--- config.mk ---
export PLATFORM = sky130hd
export DESIGN_NAME = sub_word_adapter
export DESIGN_NICKNAME = d
export VERILOG_FILES = /design/src/rtl/sub_word_pkg.sv /design/src/rtl/swa_decode.sv /design/src/rtl/swa_merge.sv /design/src/rtl/swa_extract.sv /design/src/rtl/sub_word_adapter.sv
export SDC_FILE = /design/constraint.sdc
export NUM_CORES = 2
export LEC_CHECK = 0
export ABC_AREA = 1
export ABC_CLOCK_PERIOD_IN_PS = 3300
export BUFFER_PORTS_ARGS = -buffer_cell sky130_fd_sc_hd__buf_2
export CAP_MARGIN = 20
export CORE_MARGIN = 4
export CORE_UTILIZATION = 25
export CTS_CLUSTER_DIAMETER = 150
export CTS_CLUSTER_SIZE = 16
export DETAILED_ROUTE_END_ITERATION = 6
export GPL_TIMING_DRIVEN = 0
export PLACE_DENSITY = 0.41
export SLEW_MARGIN = 20
export SYNTH_ARGS = -nofsm -noshare
export SYNTH_HDL_FRONTEND = slang
export SYNTH_HIERARCHICAL = 1
export SYNTH_SLANG_ARGS = --single-unit
--- constraint.sdc ---
create_clock -name clk -period 3.3 [get_ports clk]
set_input_delay 0.495 -clock clk [delete_from_list [all_inputs] [get_ports clk]]
set_output_delay 0.495 -clock clk [all_outputs]
set_load 0.03 [all_outputs]
--- src/rtl/sub_word_pkg.sv ---
package sub_word_pkg;
    typedef enum logic [1:0] {
        TGT_CORE = 2'd0,
        TGT_DMA  = 2'd1,
        TGT_CTL  = 2'd2,
        TGT_NONE = 2'd3
    } tgt_e;
endpackage

--- src/rtl/swa_decode.sv ---
module swa_decode
    import sub_word_pkg::*;
#(
    parameter int WA_W         = 5,
    parameter int CORE_WORDS   = 16,
    parameter int DMA_WORDS    = 8,
    parameter int CTL_WORD     = 28,
    parameter int SHADOW_WORDS = 25,
    parameter int SH_IW        = 5
) (
    input  logic [WA_W-1:0]  word_i,
    output tgt_e             tgt_o,
    output logic [SH_IW-1:0] flat_o
);
    int w;

    always_comb begin
        w      = int'(word_i);
        tgt_o  = TGT_NONE;
        flat_o = '0;
        if (w < CORE_WORDS) begin
            tgt_o  = TGT_CORE;
            flat_o = SH_IW'(w);
        end else if (w < CORE_WORDS + DMA_WORDS) begin
            tgt_o  = TGT_DMA;
            flat_o = SH_IW'(w);
        end else if (w == CTL_WORD) begin
            tgt_o  = TGT_CTL;
            flat_o = SH_IW'(SHADOW_WORDS - 1);
        end
    end
endmodule

--- src/rtl/swa_merge.sv ---
module swa_merge #(
    parameter int LANES = 4,
    parameter int OFF_W = 2
) (
    input  logic [8*LANES-1:0] old_i,
    input  logic [8*LANES-1:0] data_i,
    input  logic [OFF_W-1:0]   off_i,
    input  logic [OFF_W-1:0]   size_i,
    output logic [8*LANES-1:0] merged_o
);
    logic [8*LANES-1:0] shifted;
    logic [LANES-1:0]   lane_on;

    assign shifted = data_i << (8 * int'(off_i));

    for (genvar L = 0; L < LANES; L++) begin : g_lane
        assign lane_on[L] = (int'(off_i) <= L) && ((L - int'(off_i)) <= int'(size_i));
        assign merged_o[8*L +: 8] = lane_on[L] ? shifted[8*L +: 8] : old_i[8*L +: 8];
    end
endmodule

--- src/rtl/swa_extract.sv ---
module swa_extract #(
    parameter int LANES = 4,
    parameter int OFF_W = 2
) (
    input  logic [8*LANES-1:0] word_i,
    input  logic [OFF_W-1:0]   off_i,
    input  logic [OFF_W-1:0]   size_i,
    output logic [8*LANES-1:0] data_o
);
    logic [8*LANES-1:0] shifted;

    assign shifted = word_i >> (8 * int'(off_i));

    for (genvar B = 0; B < LANES; B++) begin : g_byte
        assign data_o[8*B +: 8] = (B <= int'(size_i)) ? shifted[8*B +: 8] : 8'h00;
    end
endmodule

--- src/rtl/sub_word_adapter.sv ---
module sub_word_adapter
    import sub_word_pkg::*;
#(
    parameter int ADDR_W     = 7,
    parameter int DATA_W     = 32,
    parameter int CORE_WORDS = 16,
    parameter int DMA_WORDS  = 8,
    parameter int CTL_WORD   = 28,
    parameter int CORE_IW    = $clog2(CORE_WORDS),
    parameter int DMA_IW     = $clog2(DMA_WORDS)
) (
    input  logic                         clk,
    input  logic                         rst_n,
    input  logic                         req_valid,
    output logic                         req_ready,
    input  logic                         req_write,
    input  logic [ADDR_W-1:0]            req_addr,
    input  logic [$clog2(DATA_W/8)-1:0]  req_size,
    input  logic [DATA_W-1:0]            req_wdata,
    output logic                         rsp_valid,
    output logic [DATA_W-1:0]            rsp_rdata,
    output logic                         core_wr,
    output logic                         core_rd,
    output logic [CORE_IW-1:0]           core_idx,
    output logic [DATA_W-1:0]            core_wdata,
    input  logic [DATA_W-1:0]            core_rdata,
    output logic                         dma_wr,
    output logic                         dma_rd,
    output logic [DMA_IW-1:0]            dma_idx,
    output logic [DATA_W-1:0]            dma_wdata,
    input  logic [DATA_W-1:0]            dma_rdata,
    output logic                         ctl_wr,
    output logic                         ctl_rd,
    output logic [DATA_W-1:0]            ctl_wdata,
    input  logic [DATA_W-1:0]            ctl_rdata
);
    localparam int LANES        = DATA_W / 8;
    localparam int OFF_W        = $clog2(LANES);
    localparam int WA_W         = ADDR_W - OFF_W;
    localparam int SHADOW_WORDS = CORE_WORDS + DMA_WORDS + 1;
    localparam int SH_IW        = $clog2(SHADOW_WORDS);

    typedef struct packed {
        logic                                rsp_valid;
        logic [DATA_W-1:0]                   rsp_data;
        logic [SHADOW_WORDS-1:0][DATA_W-1:0] shadow;
    } state_t;

    state_t st_d, st_q;

    logic [WA_W-1:0]   word;
    logic [OFF_W-1:0]  off;
    tgt_e              tgt;
    logic [SH_IW-1:0]  flat;
    logic              hit;
    logic [DATA_W-1:0] old_word;
    logic [DATA_W-1:0] merged;
    logic [DATA_W-1:0] live_word;
    logic [DATA_W-1:0] extracted;

    assign word = req_addr[ADDR_W-1:OFF_W];
    assign off  = req_addr[OFF_W-1:0];
    assign hit  = (tgt != TGT_NONE);

    swa_decode #(
        .WA_W(WA_W), .CORE_WORDS(CORE_WORDS), .DMA_WORDS(DMA_WORDS),
        .CTL_WORD(CTL_WORD), .SHADOW_WORDS(SHADOW_WORDS), .SH_IW(SH_IW)
    ) u_decode (
        .word_i(word), .tgt_o(tgt), .flat_o(flat)
    );

    assign old_word = st_q.shadow[flat];

    swa_merge #(.LANES(LANES), .OFF_W(OFF_W)) u_merge (
        .old_i(old_word), .data_i(req_wdata), .off_i(off),
        .size_i(req_size), .merged_o(merged)
    );

    always_comb begin
        case (tgt)
            TGT_CORE: live_word = core_rdata;
            TGT_DMA:  live_word = dma_rdata;
            TGT_CTL:  live_word = ctl_rdata;
            default:  live_word = '0;
        endcase
    end

    swa_extract #(.LANES(LANES), .OFF_W(OFF_W)) u_extract (
        .word_i(live_word), .off_i(off), .size_i(req_size), .data_o(extracted)
    );

    // target-side strobes, raised in the acceptance cycle
    assign req_ready  = 1'b1;
    assign core_wr    = req_valid &&  req_write && (tgt == TGT_CORE);
    assign core_rd    = req_valid && !req_write && (tgt == TGT_CORE);
    assign dma_wr     = req_valid &&  req_write && (tgt == TGT_DMA);
    assign dma_rd     = req_valid && !req_write && (tgt == TGT_DMA);
    assign ctl_wr     = req_valid &&  req_write && (tgt == TGT_CTL);
    assign ctl_rd     = req_valid && !req_write && (tgt == TGT_CTL);
    assign core_idx   = CORE_IW'(word);
    assign dma_idx    = DMA_IW'(word - WA_W'(CORE_WORDS));
    assign core_wdata = merged;
    assign dma_wdata  = merged;
    assign ctl_wdata  = merged;

    always_comb begin
        st_d           = st_q;
        st_d.rsp_valid = req_valid;
        st_d.rsp_data  = '0;
        if (req_valid && hit) begin
            if (req_write) begin
                st_d.shadow[flat] = merged;
            end else begin
                st_d.rsp_data = extracted;
            end
        end
    end

    always_ff @(posedge clk or negedge rst_n) begin
        if (!rst_n) begin
            st_q <= '0;
        end else begin
            st_q <= st_d;
        end
    end

    assign rsp_valid = st_q.rsp_valid;
    assign rsp_rdata = st_q.rsp_data;
endmodule

# Word level (Yosys, flattened, before mapping)
# Cells that the tools add are included.
[op_classes] add_sub_neg=5 bitwise_logic=0 n_mul=0 shifts=2 muxes=22 eq_ne=4 div_mod_pow=0 n_lt_le_gt_ge=14 n_reduce_logical=16
[op_table] op="832-bit 2-to-1 mux" n=1
[op_table] op="800-bit bitwise mux" n=1
[op_table] op="800-bit 2-to-1 mux" n=1
[op_table] op="32-bit binary-select mux with 5-bit select" n=1
[op_table] op="32-bit demux with 5-bit select" n=1
[op_table] op="32-bit by 3-bit less-or-equal comparator with 1-bit output" n=4
[op_table] op="32-bit 2-to-1 mux" n=3
[op_table] op="32-bit case mux with 3 select lines" n=1
[op_table] op="8-bit 2-to-1 mux" n=7
[op_table] op="32-bit by 5-bit << shifter with 32-bit output" n=1
[op_table] op="32-bit by 5-bit >> shifter with 32-bit output" n=1
[op_table] op="5-bit 2-to-1 mux" n=3
[op_table] op="1-bit logical AND" n=13
[op_table] op="5-bit less-than comparator, second input constant" n=2
[op_table] op="5-bit by 6-bit less-than comparator with 1-bit output, second input constant" n=1
[op_table] op="1-bit by 2-bit subtractor with 3-bit output, first input constant" n=2
[op_table] op="2-bit by 2-bit subtractor with 3-bit output, first input constant" n=2
[op_table] op="5-bit by 3-bit == test with 1-bit output, second input constant" n=1
[op_table] op="5-bit by 1-bit >= comparator with 1-bit output, second input constant" n=1
[op_table] op="2-bit by 1-bit less-or-equal comparator with 1-bit output, second input constant" n=2
[op_table] op="2-bit less-or-equal comparator, first input constant" n=2
[op_table] op="2-bit 2-to-1 mux" n=2
[op_table] op="3-bit by 1-bit subtractor with 3-bit output, second input constant" n=1
[op_table] op="2-bit by 1-bit == test with 1-bit output, second input constant" n=1
[op_table] op="other kinds (8)" n=8
[word_totals] word_cells=90 mem_bits_rw=0 inputBits=141 mem_bits_ro=0 ff_bits=833 latchBits=0 mem_count=0

# Logic depth before layout (Yosys ltp)
[logic_depth] word_depth=11 ltp_mapped=20 mapped_depth_nobuf=16

# Modules after synthesis
# The synthesis kept the hierarchy.
[modules_own_cells] module="sub_word_adapter" n_inst=1 area_each_um2=39312.7 cells_each=5286
[modules_own_cells] module="swa_merge" n_inst=1 area_each_um2=1147.4 cells_each=237
[modules_own_cells] module="swa_extract" n_inst=1 area_each_um2=829.5 cells_each=191
[modules_own_cells] module="swa_decode" n_inst=1 area_each_um2=82.6 cells_each=17

# Worst setup path before layout
# OpenSTA, ideal clock, no wires.
[synth_path] kind="input -> output" start="input port req_addr[5]" end="output port ctl_wdata[6]" arrival_ns=2.882 path_buffers=5 required_ns=2.805 path_stages=16 path_slack_ns=-0.077 path_cell_list="nand2_2 inv_2 nor2_1 clkbuf_1 buf_2 clkbuf_1 clkbuf_1 nand2_1 nand2_1 nand2_1 nand2_1 nor2_1 nand2_1 inv_1 o22ai_1 buf_4"
[synth_rtl] item="from (decl)" line_no="sub_word_adapter.sv:17" text="input logic [ADDR_W-1:0] req_addr,"
[synth_rtl] item="5-bit less-than comparator" line_no="swa_decode.sv:24" text="end else if (w < CORE_WORDS + DMA_WORDS) begin"
[synth_rtl] item="5-bit 2-to-1 mux" line_no="swa_decode.sv:24"
[synth_rtl] item="5-bit 2-to-1 mux (*)" line_no="swa_decode.sv:21" text="if (w < CORE_WORDS) begin"
[synth_rtl] item="net flat[1]" line_no="sub_word_adapter.sv:54" text="logic [SH_IW-1:0] flat;"
[synth_rtl] item="32-bit binary-select mux with 5-bit select (*)" line_no="sub_word_adapter.sv:72" text="assign old_word = st_q.shadow[flat];"
[synth_rtl] item="32-bit 2-to-1 mux (not written as such) (*)" line_no="sub_word_adapter.sv:72"
[synth_rtl] item="net old_word[6]" line_no="sub_word_adapter.sv:56" text="logic [DATA_W-1:0] old_word;"
[synth_rtl] item="8-bit 2-to-1 mux (*)" line_no="swa_merge.sv:18" text="assign merged_o[8*L +: 8] = lane_on[L] ? shifted[8*L +: 8] : old_i[8*L +: 8];"
[synth_rtl] item="to (decl)" line_no="sub_word_adapter.sv:34" text="output logic [DATA_W-1:0] ctl_wdata,"
# Mark *: on every way through the listed nets, which the timed path passes. The rest lies on a longest branch. The select of a mux whose other input is x is not followed.

# Worst setup path in the final report
[layout_path] start="input port req_addr[6]" end="output port dma_wdata[0]"
[layout_rtl] item="5-bit less-than comparator" line_no="swa_decode.sv:24"
[layout_rtl] item="5-bit 2-to-1 mux" line_no="swa_decode.sv:24"
[layout_rtl] item="5-bit 2-to-1 mux (*)" line_no="swa_decode.sv:21"
[layout_rtl] item="net flat[0]" line_no="sub_word_adapter.sv:54"
[layout_rtl] item="32-bit binary-select mux with 5-bit select (*)" line_no="sub_word_adapter.sv:72"
[layout_rtl] item="32-bit 2-to-1 mux (not written as such) (*)" line_no="sub_word_adapter.sv:72"
[layout_rtl] item="net old_word[0]" line_no="sub_word_adapter.sv:56"
[layout_rtl] item="8-bit 2-to-1 mux (*)" line_no="swa_merge.sv:18"
[layout_rtl] item="to (decl)" line_no="sub_word_adapter.sv:30" text="output logic [DATA_W-1:0] dma_wdata,"
# Marks and branches as above.

==> run metrics <==
sequential area share after synthesis between 50% and 60%; WP data required 2.80 ns; Pwr Density 481 nW/um2; die width around 410 um; Global Route Usage Sum a little over a fifth; Starting Density 25.1%; critical path class input pin to output port; R2R depth 14; status finished, violations left; RSZ-0062 raised after global routing yes; H-tree Lvls 2; final worst-path cycle share 101%; count leader, synth nand2_1; Post-DP Area 45800 um2; Slew @ Worst Pin 0.908 ns; Detailed Route Iter0 Violations 3441; Worst path max stage delay 0.23 ns; Final Hold Viols 0; clk sink count approximately 830; Setup Skew 0.0523 ns; R2R Setup Slk 0.61 ns; synth unique cells 38; layout cells sized above 1 around 17%; Arrival @ worst endpoint 2.84 ns; area delta synth->final 25.3%; Port Buffers 282; crit-path most repeated cell nand2_1; final wirelength 187 mm; fmax 0.300 GHz; failing checks negative setup slack; total grt overflow 0; vias in the first global route 39200; synthesized area 41400 um2; CP max stage cell clkbuf_16; Setup crit end kind output port; CP Max Fanout 8; Async SR Flop Fraction 100%; Syn Area/Cell 7.22 um2; clock-pin slew on the worst setup and hold paths 0.08 ns; row count 149; Via density 4.71; clock root buffer clkbuf_16; top cells by area, synth dfrtp_1 (50%), nand2_1 (26%), o21ai_0 (8.5%); clk buf depth 3; Hold WS around 0.25 ns; # DRC 0; setup TNS -0.227 ns; CTS tree yes; YS warnings 6; crit path buf inv count 10; most frequent cells after synthesis nand2_1 (2915), dfrtp_1 (833), o21ai_0 (705); worst setup margin -0.0320 ns; initial antenna violation count 2; pre-CTS setup slack -2.42 ns; WP depth 21; predominant post-synthesis flop cell dfrtp_1; largest net degree at the start of global routing 120; leakage 0.0259 uW; Final Wtd Congestion between 0.9 and 1; Yosys top cell by area dfrtp_1; crit start category input pin; Via Count between 30000 and 40000; first-pass GRT wire length ~270 mm; antenna-violating nets left 0; fin crit period around 3.3 ns; #FFs+latches synth 833; TritonCTS buffer count 58; post-route cell area 51800 um2; Rel. slew slack 39.5%; worst vdd ir 0.000462 V; Die Height 415 um; WL/cell 22.4 um; Post-Syn Nets 5882; drt pass-1 iters 6; worst path cell trace buf_2 -> nand2_8 -> inv_6 -> nor2_4 -> clkbuf_16 -> inv_16 -> clkbuf_16 -> clkbuf_16 -> nand2_1 -> nand2_1 -> nand2_1 -> nand2_1 -> nand2_2 -> nand2_1 -> nor2_2 -> nand2_1 -> inv_2 -> o22ai_4 -> buf_12 -> buf_6 -> buf_6; Die ar. 172000 um2; Skew-Pair Late Insertion Delay approximately 0.71 ns; crit-path leading delay family buffers and inverters; Max Slew Vio Count 0; # setup viols final 18; Net count, final about 6300; HP Class input pin to async pin; Power Total 24900 uW; Post-synth EDFFs 0; Detailed Place HPWL between 100 and 150 mm; post-synth top area share about half; CP Launch Point req_addr[6]; Syn Inst Count 5731; Core Box Area 165000 um2; I/O pin total 284; max cap viols 0; Critical Path End dma_wdata[0]
[layout make-up]
cell class	count	area, um2
fillers	18200	113000
flip-flops and latches	833	20800
multi-input cells	4258	18800
plain buffers	506	3970
repair buffers	396	3360
well taps	2189	2740
clock buffers	60	1470
inverters	131	548
clock inverters	3	52.6
repair inverters	1	8.76
diodes	1	2.50
[cell families (layout without fill, tap and decap cells)]
family / Yosys count / after routing / share of synthesized area [%]
and+or+nand+nor: 3387 / 3387 / 31.6
AOI/OAI and AO/OA: 860 / 860 / 10.7
DFF: 833 / 833 / 50.4
buffers and inverters: 640 / 1097 / 7.06
adders and majority gates: 10 / 10 / 0.302
other: 1 / 2 / 0.00906
[power breakdown]
group / leakage [uW] / switching [uW] / internal, uW / total (uW)
Clock: 0.000747 / 3920 / 3160 / 7080
Sequential: 0.0114 / 583 / 11300 / 11900
Combinational: 0.0138 / 3920 / 2050 / 5970
[layout by cell type, fill, tap and decap left out, types with 39 or more instances in the layout]
| cell type | Yosys | routed |
|---|---|---|
| a21oi_1 | 72 | 72 |
| buf_2 | 20 | 216 |
| buf_4 | 110 | 180 |
| buf_6 | 7 | 96 |
| clkbuf_1 | 359 | 224 |
| clkbuf_16 | 0 | 98 |
| clkbuf_8 | 0 | 39 |
| dfrtp_1 | 833 | 833 |
| inv_1 | 118 | 107 |
| nand2_1 | 2915 | 2723 |
| nand2_2 | 8 | 158 |
| nand2_4 | 0 | 41 |
| nand3_1 | 145 | 133 |
| nor2_1 | 288 | 219 |
| nor2_2 | 2 | 42 |
| o21ai_0 | 705 | 705 |
| o21ai_1 | 39 | 39 |
[repair_timing]
action	4_1_cts	5_1_grt
hold endpoints to repair	32	0
gates cloned	17	6
setup buffers	72	10
gates resized for setup	749	271
pin swaps	66	76
hold buffers	2	0
endpoints found under the setup margin	896	218
[per-stage QoR]
step / util [%] / instances
after floorplan: - / 5731
after global placement: 27.6 / 8202
after detailed placement: 27.8 / 8210
after CTS: 30.9 / 8361
after global routing: 31.5 / 8377
final: 31.5 / 8378
[how the worst min path moves through the flow]
stage | start | to | slack [ns]
6_report | rst_n | async pin | 0.25
5_1_grt | rst_n | async pin | 0.25
4_1_cts | rst_n | async pin | 0.22
3_5_place_dp | rst_n | async pin | 0.36
3_3_place_gp | register | register | 0.46
2_1_floorplan | rst_n | async pin | 0.20
[per-layer routing]
| layer | wire length (um) | global-route usage, % | vias to the layer above |
|---|---|---|---|
| li1 | - | - | 18700 |
| met1 | 83200 | 28.5 | 19500 |
| met2 | 85400 | 34.6 | 1053 |
| met3 | 10100 | 2.92 | 236 |
| met4 | 8670 | 7.62 | 0 |
| met5 | 0 | 0 | - |
No activity file was read; power rests on OpenSTA's default activity.
